<file path="config.mk">
export PLATFORM = sky130hd
export DESIGN_NAME = perf_cycle_unit
export DESIGN_NICKNAME = d
export VERILOG_FILES = /design/src/rtl/perf_cycle_pkg.sv /design/src/rtl/pcu_decode.sv /design/src/rtl/pcu_count.sv /design/src/rtl/pcu_rdmux.sv /design/src/rtl/perf_cycle_unit.sv
export SDC_FILE = /design/constraint.sdc
export NUM_CORES = 1
export LEC_CHECK = 0
export BUFFER_PORTS_ARGS = -buffer_cell sky130_fd_sc_hd__buf_4
export CAP_MARGIN = 20
export CORE_UTILIZATION = 47
export CTS_BUF_LIST = sky130_fd_sc_hd__clkbuf_4 sky130_fd_sc_hd__clkbuf_8 sky130_fd_sc_hd__clkbuf_16
export DETAILED_ROUTE_END_ITERATION = 7
export GPL_ROUTABILITY_DRIVEN = 0
export PLACE_DENSITY = 0.77
export SLEW_MARGIN = 10
export SYNTH_ARGS = -nofsm -noshare
export SYNTH_HDL_FRONTEND = slang
export SYNTH_SLANG_ARGS = --single-unit
</file>
<file path="constraint.sdc">
create_clock -name clk -period 2.09 [get_ports clk]
set_clock_uncertainty 0.1 [all_clocks]
set_input_delay 0.418 -clock clk [delete_from_list [all_inputs] [get_ports clk]]
set_output_delay 0.418 -clock clk [all_outputs]
set_load 0.005 [all_outputs]
</file>
<file path="src/rtl/perf_cycle_pkg.sv">
package perf_cycle_pkg;

    // Bit positions decoded by software; behaviour depends on them.
    localparam int unsigned EVT_CYCLE_BIT = 0;
    localparam int unsigned MODE_RUN_BIT  = 0;
    localparam int unsigned MODE_SAT_BIT  = 1;
    localparam int unsigned MODE_W        = 2;

    typedef struct packed {
        logic sat;   // bit 1: hold at maximum instead of wrapping
        logic run;   // bit 0: global enable
    } pcu_mode_t;

    typedef struct packed {
        logic hit_cnt;
        logic hit_evt;
        logic hit_mode;
    } pcu_sel_t;

endpackage

</file>
<file path="src/rtl/pcu_decode.sv">
module pcu_decode
    import perf_cycle_pkg::*;
#(
    parameter int unsigned            ADDR_W    = 12,
    parameter logic [ADDR_W-1:0]      ADDR_CNT  = 12'h780,
    parameter logic [ADDR_W-1:0]      ADDR_EVT  = 12'h7A0,
    parameter logic [ADDR_W-1:0]      ADDR_MODE = 12'h7A1
) (
    input  logic [ADDR_W-1:0] addr,
    output pcu_sel_t          sel
);

    always_comb begin
        sel          = '0;
        sel.hit_cnt  = (addr == ADDR_CNT);
        sel.hit_evt  = (addr == ADDR_EVT);
        sel.hit_mode = (addr == ADDR_MODE);
    end

endmodule

</file>
<file path="src/rtl/pcu_count.sv">
module pcu_count #(
    parameter int unsigned CNT_W = 32
) (
    input  logic [CNT_W-1:0] cur,
    input  logic             inc_en,
    input  logic             sat_en,
    input  logic             load,
    input  logic [CNT_W-1:0] load_val,
    output logic [CNT_W-1:0] nxt
);

    localparam logic [CNT_W-1:0] CNT_TOP = '1;
    localparam logic [CNT_W-1:0] CNT_ONE = {{(CNT_W-1){1'b0}}, 1'b1};

    logic at_top;

    assign at_top = (cur == CNT_TOP);

    always_comb begin
        if (load) begin
            nxt = load_val;
        end else if (!inc_en) begin
            nxt = cur;
        end else if (sat_en && at_top) begin
            nxt = cur;
        end else begin
            nxt = cur + CNT_ONE;
        end
    end

endmodule

</file>
<file path="src/rtl/pcu_rdmux.sv">
module pcu_rdmux
    import perf_cycle_pkg::*;
#(
    parameter int unsigned DATA_W = 32,
    parameter int unsigned EVT_W  = 1
) (
    input  pcu_sel_t           sel,
    input  logic [DATA_W-1:0]  cnt,
    input  logic [EVT_W-1:0]   evt,
    input  pcu_mode_t          mode,
    output logic [DATA_W-1:0]  rdata
);

    logic [DATA_W-1:0] evt_ext;
    logic [DATA_W-1:0] mode_ext;

    generate
        if (EVT_W < DATA_W) begin : g_evt_pad
            assign evt_ext = {{(DATA_W-EVT_W){1'b0}}, evt};
        end else begin : g_evt_full
            assign evt_ext = evt[DATA_W-1:0];
        end
    endgenerate

    assign mode_ext = {{(DATA_W-MODE_W){1'b0}}, mode};

    always_comb begin
        rdata = '0;
        if (sel.hit_cnt) begin
            rdata = cnt;
        end else if (sel.hit_evt) begin
            rdata = evt_ext;
        end else if (sel.hit_mode) begin
            rdata = mode_ext;
        end
    end

endmodule

</file>
<file path="src/rtl/perf_cycle_unit.sv">
module perf_cycle_unit
    import perf_cycle_pkg::*;
#(
    parameter int unsigned       ADDR_W    = 12,
    parameter int unsigned       DATA_W    = 32,
    parameter int unsigned       EVT_W     = 1,
    parameter logic [ADDR_W-1:0] ADDR_CNT  = 12'h780,
    parameter logic [ADDR_W-1:0] ADDR_EVT  = 12'h7A0,
    parameter logic [ADDR_W-1:0] ADDR_MODE = 12'h7A1
) (
    input  logic              clk,
    input  logic              rst_n,
    input  logic [ADDR_W-1:0] csr_addr,
    input  logic [DATA_W-1:0] csr_wdata,
    input  logic              csr_we,
    output logic [DATA_W-1:0] csr_rdata
);

    typedef struct packed {
        logic [DATA_W-1:0] cnt;
        logic [EVT_W-1:0]  evt;
        pcu_mode_t         mode;
    } pcu_state_t;

    pcu_state_t        state_d;
    pcu_state_t        state_q;
    pcu_sel_t          sel;
    logic [DATA_W-1:0] cnt_nxt;
    logic              inc_en;
    logic              load_cnt;

    // Observation points for the bound checker.
    logic [DATA_W-1:0] cnt_q;
    logic              count_on;
    logic              sat_on;

    pcu_decode #(
        .ADDR_W   (ADDR_W),
        .ADDR_CNT (ADDR_CNT),
        .ADDR_EVT (ADDR_EVT),
        .ADDR_MODE(ADDR_MODE)
    ) decode_i (
        .addr(csr_addr),
        .sel (sel)
    );

    assign inc_en   = state_q.evt[EVT_CYCLE_BIT] & state_q.mode.run;
    assign load_cnt = csr_we & sel.hit_cnt;

    pcu_count #(
        .CNT_W(DATA_W)
    ) count_i (
        .cur     (state_q.cnt),
        .inc_en  (inc_en),
        .sat_en  (state_q.mode.sat),
        .load    (load_cnt),
        .load_val(csr_wdata),
        .nxt     (cnt_nxt)
    );

    always_comb begin
        state_d     = state_q;
        state_d.cnt = cnt_nxt;
        if (csr_we && sel.hit_evt) begin
            state_d.evt = csr_wdata[EVT_W-1:0];
        end
        if (csr_we && sel.hit_mode) begin
            state_d.mode.run = csr_wdata[MODE_RUN_BIT];
            state_d.mode.sat = csr_wdata[MODE_SAT_BIT];
        end
    end

    always_ff @(posedge clk or negedge rst_n) begin
        if (!rst_n) begin
            state_q <= '0;
        end else begin
            state_q <= state_d;
        end
    end

    pcu_rdmux #(
        .DATA_W(DATA_W),
        .EVT_W (EVT_W)
    ) rdmux_i (
        .sel  (sel),
        .cnt  (state_q.cnt),
        .evt  (state_q.evt),
        .mode (state_q.mode),
        .rdata(csr_rdata)
    );

    assign cnt_q    = state_q.cnt;
    assign count_on = state_q.evt[EVT_CYCLE_BIT] & state_q.mode.run;
    assign sat_on   = state_q.mode.sat;

endmodule

</file>
==> results <==
- Of the total synthesized cell area, the portion taken by AND, OR, NAND and NOR gates is 38.5%.
- The synthesized instance count is 301.
- The synthesized netlist contains 52 unique library cells.
- After synthesis the netlist holds a flip-flop and latch count of 35.
- The global-route congestion overflow total is 0.
- The initial detailed-routing violation count is 769.
- For this design the static power due to leakage is 0.00218 uW.
- Counting both buffers and inverters, the worst setup path holds a total of 2.
- The antenna diode count is 0.
- The path class of the tightest hold or removal check is primary input to register.
- After detailed routing, the number of remaining DRC violations is 0.
- Along the worst path, the maximum fanout reaches 5.
- The synthesized netlist devotes 3.74% of its cell area to XOR and XNOR gates.
- The main combinational cell family by area after synthesis is simple AND/OR/NAND/NOR gates.
- In the final layout, the share of cells above drive strength 1 is 65.9%.
- The remaining antenna violation count is 0.
- The power per cell area is ~320 mW/mm2.
- The Yosys step of the flow raised 0 warnings.
- The net count reported at finish is 510.
- The top cell types in the final layout, fill and taps aside, are sky130_fd_sc_hd__buf_4, sky130_fd_sc_hd__buf_6, sky130_fd_sc_hd__dfrtp_1.
- STA puts the critical path data arrival time at 2.76 ns.
- The post-route cell area is 0.00500 mm2.
- For this run, the share of the core covered by cells in the final layout is 96.2%.
- The die covers between 0.005 and 0.006 mm2.
- Relative to the synthesized area, the layout overhead comes to 94.5%.
- In this run the clock root is driven by a sky130_fd_sc_hd__clkbuf_8.
- The critical path in this run is classified as register to register.
- The reported max-cap violation count is 0.
- Clock latency on the worst-skew pair, taken at its later pin, is 0.30 ns.
- By area the synthesized netlist is led by sky130_fd_sc_hd__dfrtp_1, sky130_fd_sc_hd__and2_1, sky130_fd_sc_hd__nand2_1, sky130_fd_sc_hd__a31oi_1, sky130_fd_sc_hd__nor2_1.
- The quantity of I/O buffers inserted on ports is 78.
- The height of the die is 76 um.
- The maximum buffer depth of the clock tree is 2.
- The checks that failed: negative setup slack.
- Across all setup checks in the final design, the least slack found is -0.567 ns.
- The nature of the critical path startpoint is a register.
- The global-route wire length before repair is a little under 20 mm.
- The cell family contributing the most delay on the critical path is simple AND/OR/NAND/NOR gates.
- The peak supply drop is 0.000405 V.
- The proportion of register bits with asynchronous set or reset after synthesis is 100%.
- The run finished, with violations left.
- In the synthesized netlist the dominant register cell turns out to be sky130_fd_sc_hd__dfrtp_1.
- The cell accounting for the most synthesized area is sky130_fd_sc_hd__dfrtp_1.
- The maximum number of pins on one net before global-route repair is 36.
- The area after detailed placement is approximately 0.0036 mm2.
- The average instance in the mapped netlist occupies 8.55 um2.
- TritonCTS created 5 clock buffers.
- Global routing used 43.6% of the available tracks across all layers.
- The number of antenna violations at the first check in global routing is 1.
- TritonCTS built the clock tree.
- The core box area is 0.00520 mm2.
- The floorplan has 26 rows.
- For the finished layout, the period the worst path requires is 2.66 ns.
- The share of the clock period used by the worst path after layout is 127%.
- The mapped netlist covers around 0.0026 mm2.
- The critical path goes through buf_6 > nand4_1 > buf_4 > nor2_1 > nand2_1 > or4_1 > a31oi_1.
- The cell with the largest stage delay on the worst path is sky130_fd_sc_hd__or4_1.
- The placed wire-length estimate after detailed placement is ~5.7 mm.
- After clock tree synthesis, the clock-pin slew on the worst setup and hold paths is 0.08 ns.
- The multiplexer share of the synthesized area is under 10%.
- The tree built by TritonCTS fans out to 35 sinks.
- The proportion of synthesized chip area in sequential cells is 34.0%.
- The number of endpoints with negative hold slack in the final report is 0.
- The endpoint kind of the worst setup timing path is a register.
- The top-level port count is 79.
- The die extent in x is approximately 76 um.
- Measured against its own limit, the worst slew margin works out to 54.2%.
- The H-tree was split into 2 levels.
- Once the floorplan was initialized, standard cells occupied 49.4% of the core.
- The number of setup violations in the final report is 64.
- The final max-slew violation count was 0.
- The number of global-route vias before repair came to 3688.
- For the pin with the worst max-slew slack, the measured transition is 0.682 ns.
- After detailed routing, the number of vias per cell comes to 7.76.
- Counting every net in the synthesized netlist gives 349.
- The leading cell type in the layout, fill and taps excluded is sky130_fd_sc_hd__buf_4.
- After detailed routing, the total wire length is 17.3 mm.
- In the final routed layout, each cell accounts on average for roughly 33 um.
- Timing would allow up to between 300 and 400 MHz.
- Setup repair after global routing could not meet its margin everywhere.
- The area share of the largest cell type after synthesis is around a third.
- Before antenna repair, the detailed router went through 7 iterations.
- The number of synthesized flops with an enable pin is 0.
- After Yosys synthesis, full adders, half adders and majority gates account for 0.486% of the synthesized area.
- Across all layers, the routed design uses 4135 vias.
- The synthesized-area fraction occupied by ao, oa, aoi and oai cells is 16.9%.
- On the worst path, the slowest cell contributes a delay of 0.54 ns.
- At the worst endpoint, the required time is approximately 2.2 ns.
-- tightest hold or removal path: stages --
cell                      delay (ns)
sky130_fd_sc_hd__buf_4          0.10
sky130_fd_sc_hd__nand2_4        0.04
sky130_fd_sc_hd__o21ai_2        0.04
-- final cells by class --
cell class                 instances  area, um2
clock buffer                       6       82.6
clock inverter                     2       35.0
fill                             104        200
multi-input combinational        248       2230
inverter                           3       11.3
sequential                        35        878
timing repair buffer             169       1680
tap                               70       87.6
-- power by group --
| group | leakage (uW) | internal, uW | switching (uW) |
|---|---|---|---|
| Clock | 0.0000612 | 387 | 298 |
| Sequential | 0.000327 | 681 | 6.21 |
| Combinational | 0.00179 | 106 | 134 |
| Total | 0.00218 | 1170 | 438 |
-- layer usage --
layer | vias up | GRT usage [%] | share of wire [%]
met5 | - | 0 | 0.081
met4 | 2 | 28.7 | 13
met3 | 263 | 10.3 | 16
met1 | 1873 | 52.3 | 30
li1 | 1443 | - | -
met2 | 554 | 70.0 | 41
-- sequential cells by signal, summed over array words and instances (netlist names) --
register and count:
state_q 2, cnt_q 32, sat_on 1
-- synthesized netlist by cell type (all sizes together) (4+ instances only) --
library cell  instances
or4                  11
o21ai                22
and2                 33
a21oi                 4
nor4                  5
dfrtp                35
a2111oi               4
nor2                 24
xnor2                 9
clkbuf                7
nand2                32
nand4                13
or3                  12
o211ai                4
buf                   8
nand3                19
a31oi                17
-- final timing paths --
check | start | endpoint | slack, ns | depth (start not counted)
setup reg to reg | cnt_q[0]$_DFFE_PN0P_ | cnt_q[19]$_DFFE_PN0P_ | -0.57 | 7
max in group asynchronous | rst_n | cnt_q[24]$_DFFE_PN0P_ | 0.97 | 2
setup / recovery | cnt_q[0]$_DFFE_PN0P_ | cnt_q[19]$_DFFE_PN0P_ | -0.57 | 7
min in group asynchronous | rst_n | cnt_q[14]$_DFFE_PN0P_ | 0.53 | 2
hold reg to reg | sat_on$_DFFE_PN0P_ | sat_on$_DFFE_PN0P_ | 0.51 | 1
hold / removal | csr_wdata[25] | cnt_q[25]$_DFFE_PN0P_ | 0.22 | 3
-- cell families after synthesis --
kind of cell	Yosys count
DFF	35
adders and majority gates	1
AOI/OAI and AO/OA	63
buffers and inverters	18
xor gates and xnor gates	11
and+or+nand+nor	167
muxes	6
-- metrics by stage --
| stage | worst slack [ns] | TNS [ns] | power (uW) | hold slack (ns) | cells |
|---|---|---|---|---|---|
| floorplan | -0.135 | -4.80 | 747 | 0.0224 | 301 |
| global placement | -0.325 | -17.45 | 858 | 0.302 | 493 |
| detailed placement | -0.408 | -20.85 | 861 | 0.300 | 493 |
| CTS | -0.312 | -13.46 | 1510 | 0.210 | 527 |
| global route | -0.858 | -22.87 | 1630 | 0.218 | 533 |
| finish | -0.567 | -20.17 | 1610 | 0.223 | 533 |
-- timing repair --
item	CTS	global route
resized for setup	132	89
buffers inserted	15	11
cloned	11	1
hold endpoints to repair	35	0
hold buffers	1	0
setup endpoints to repair	57	64
pin swaps	38	32
No activity file was read; power rests on OpenSTA's default activity.
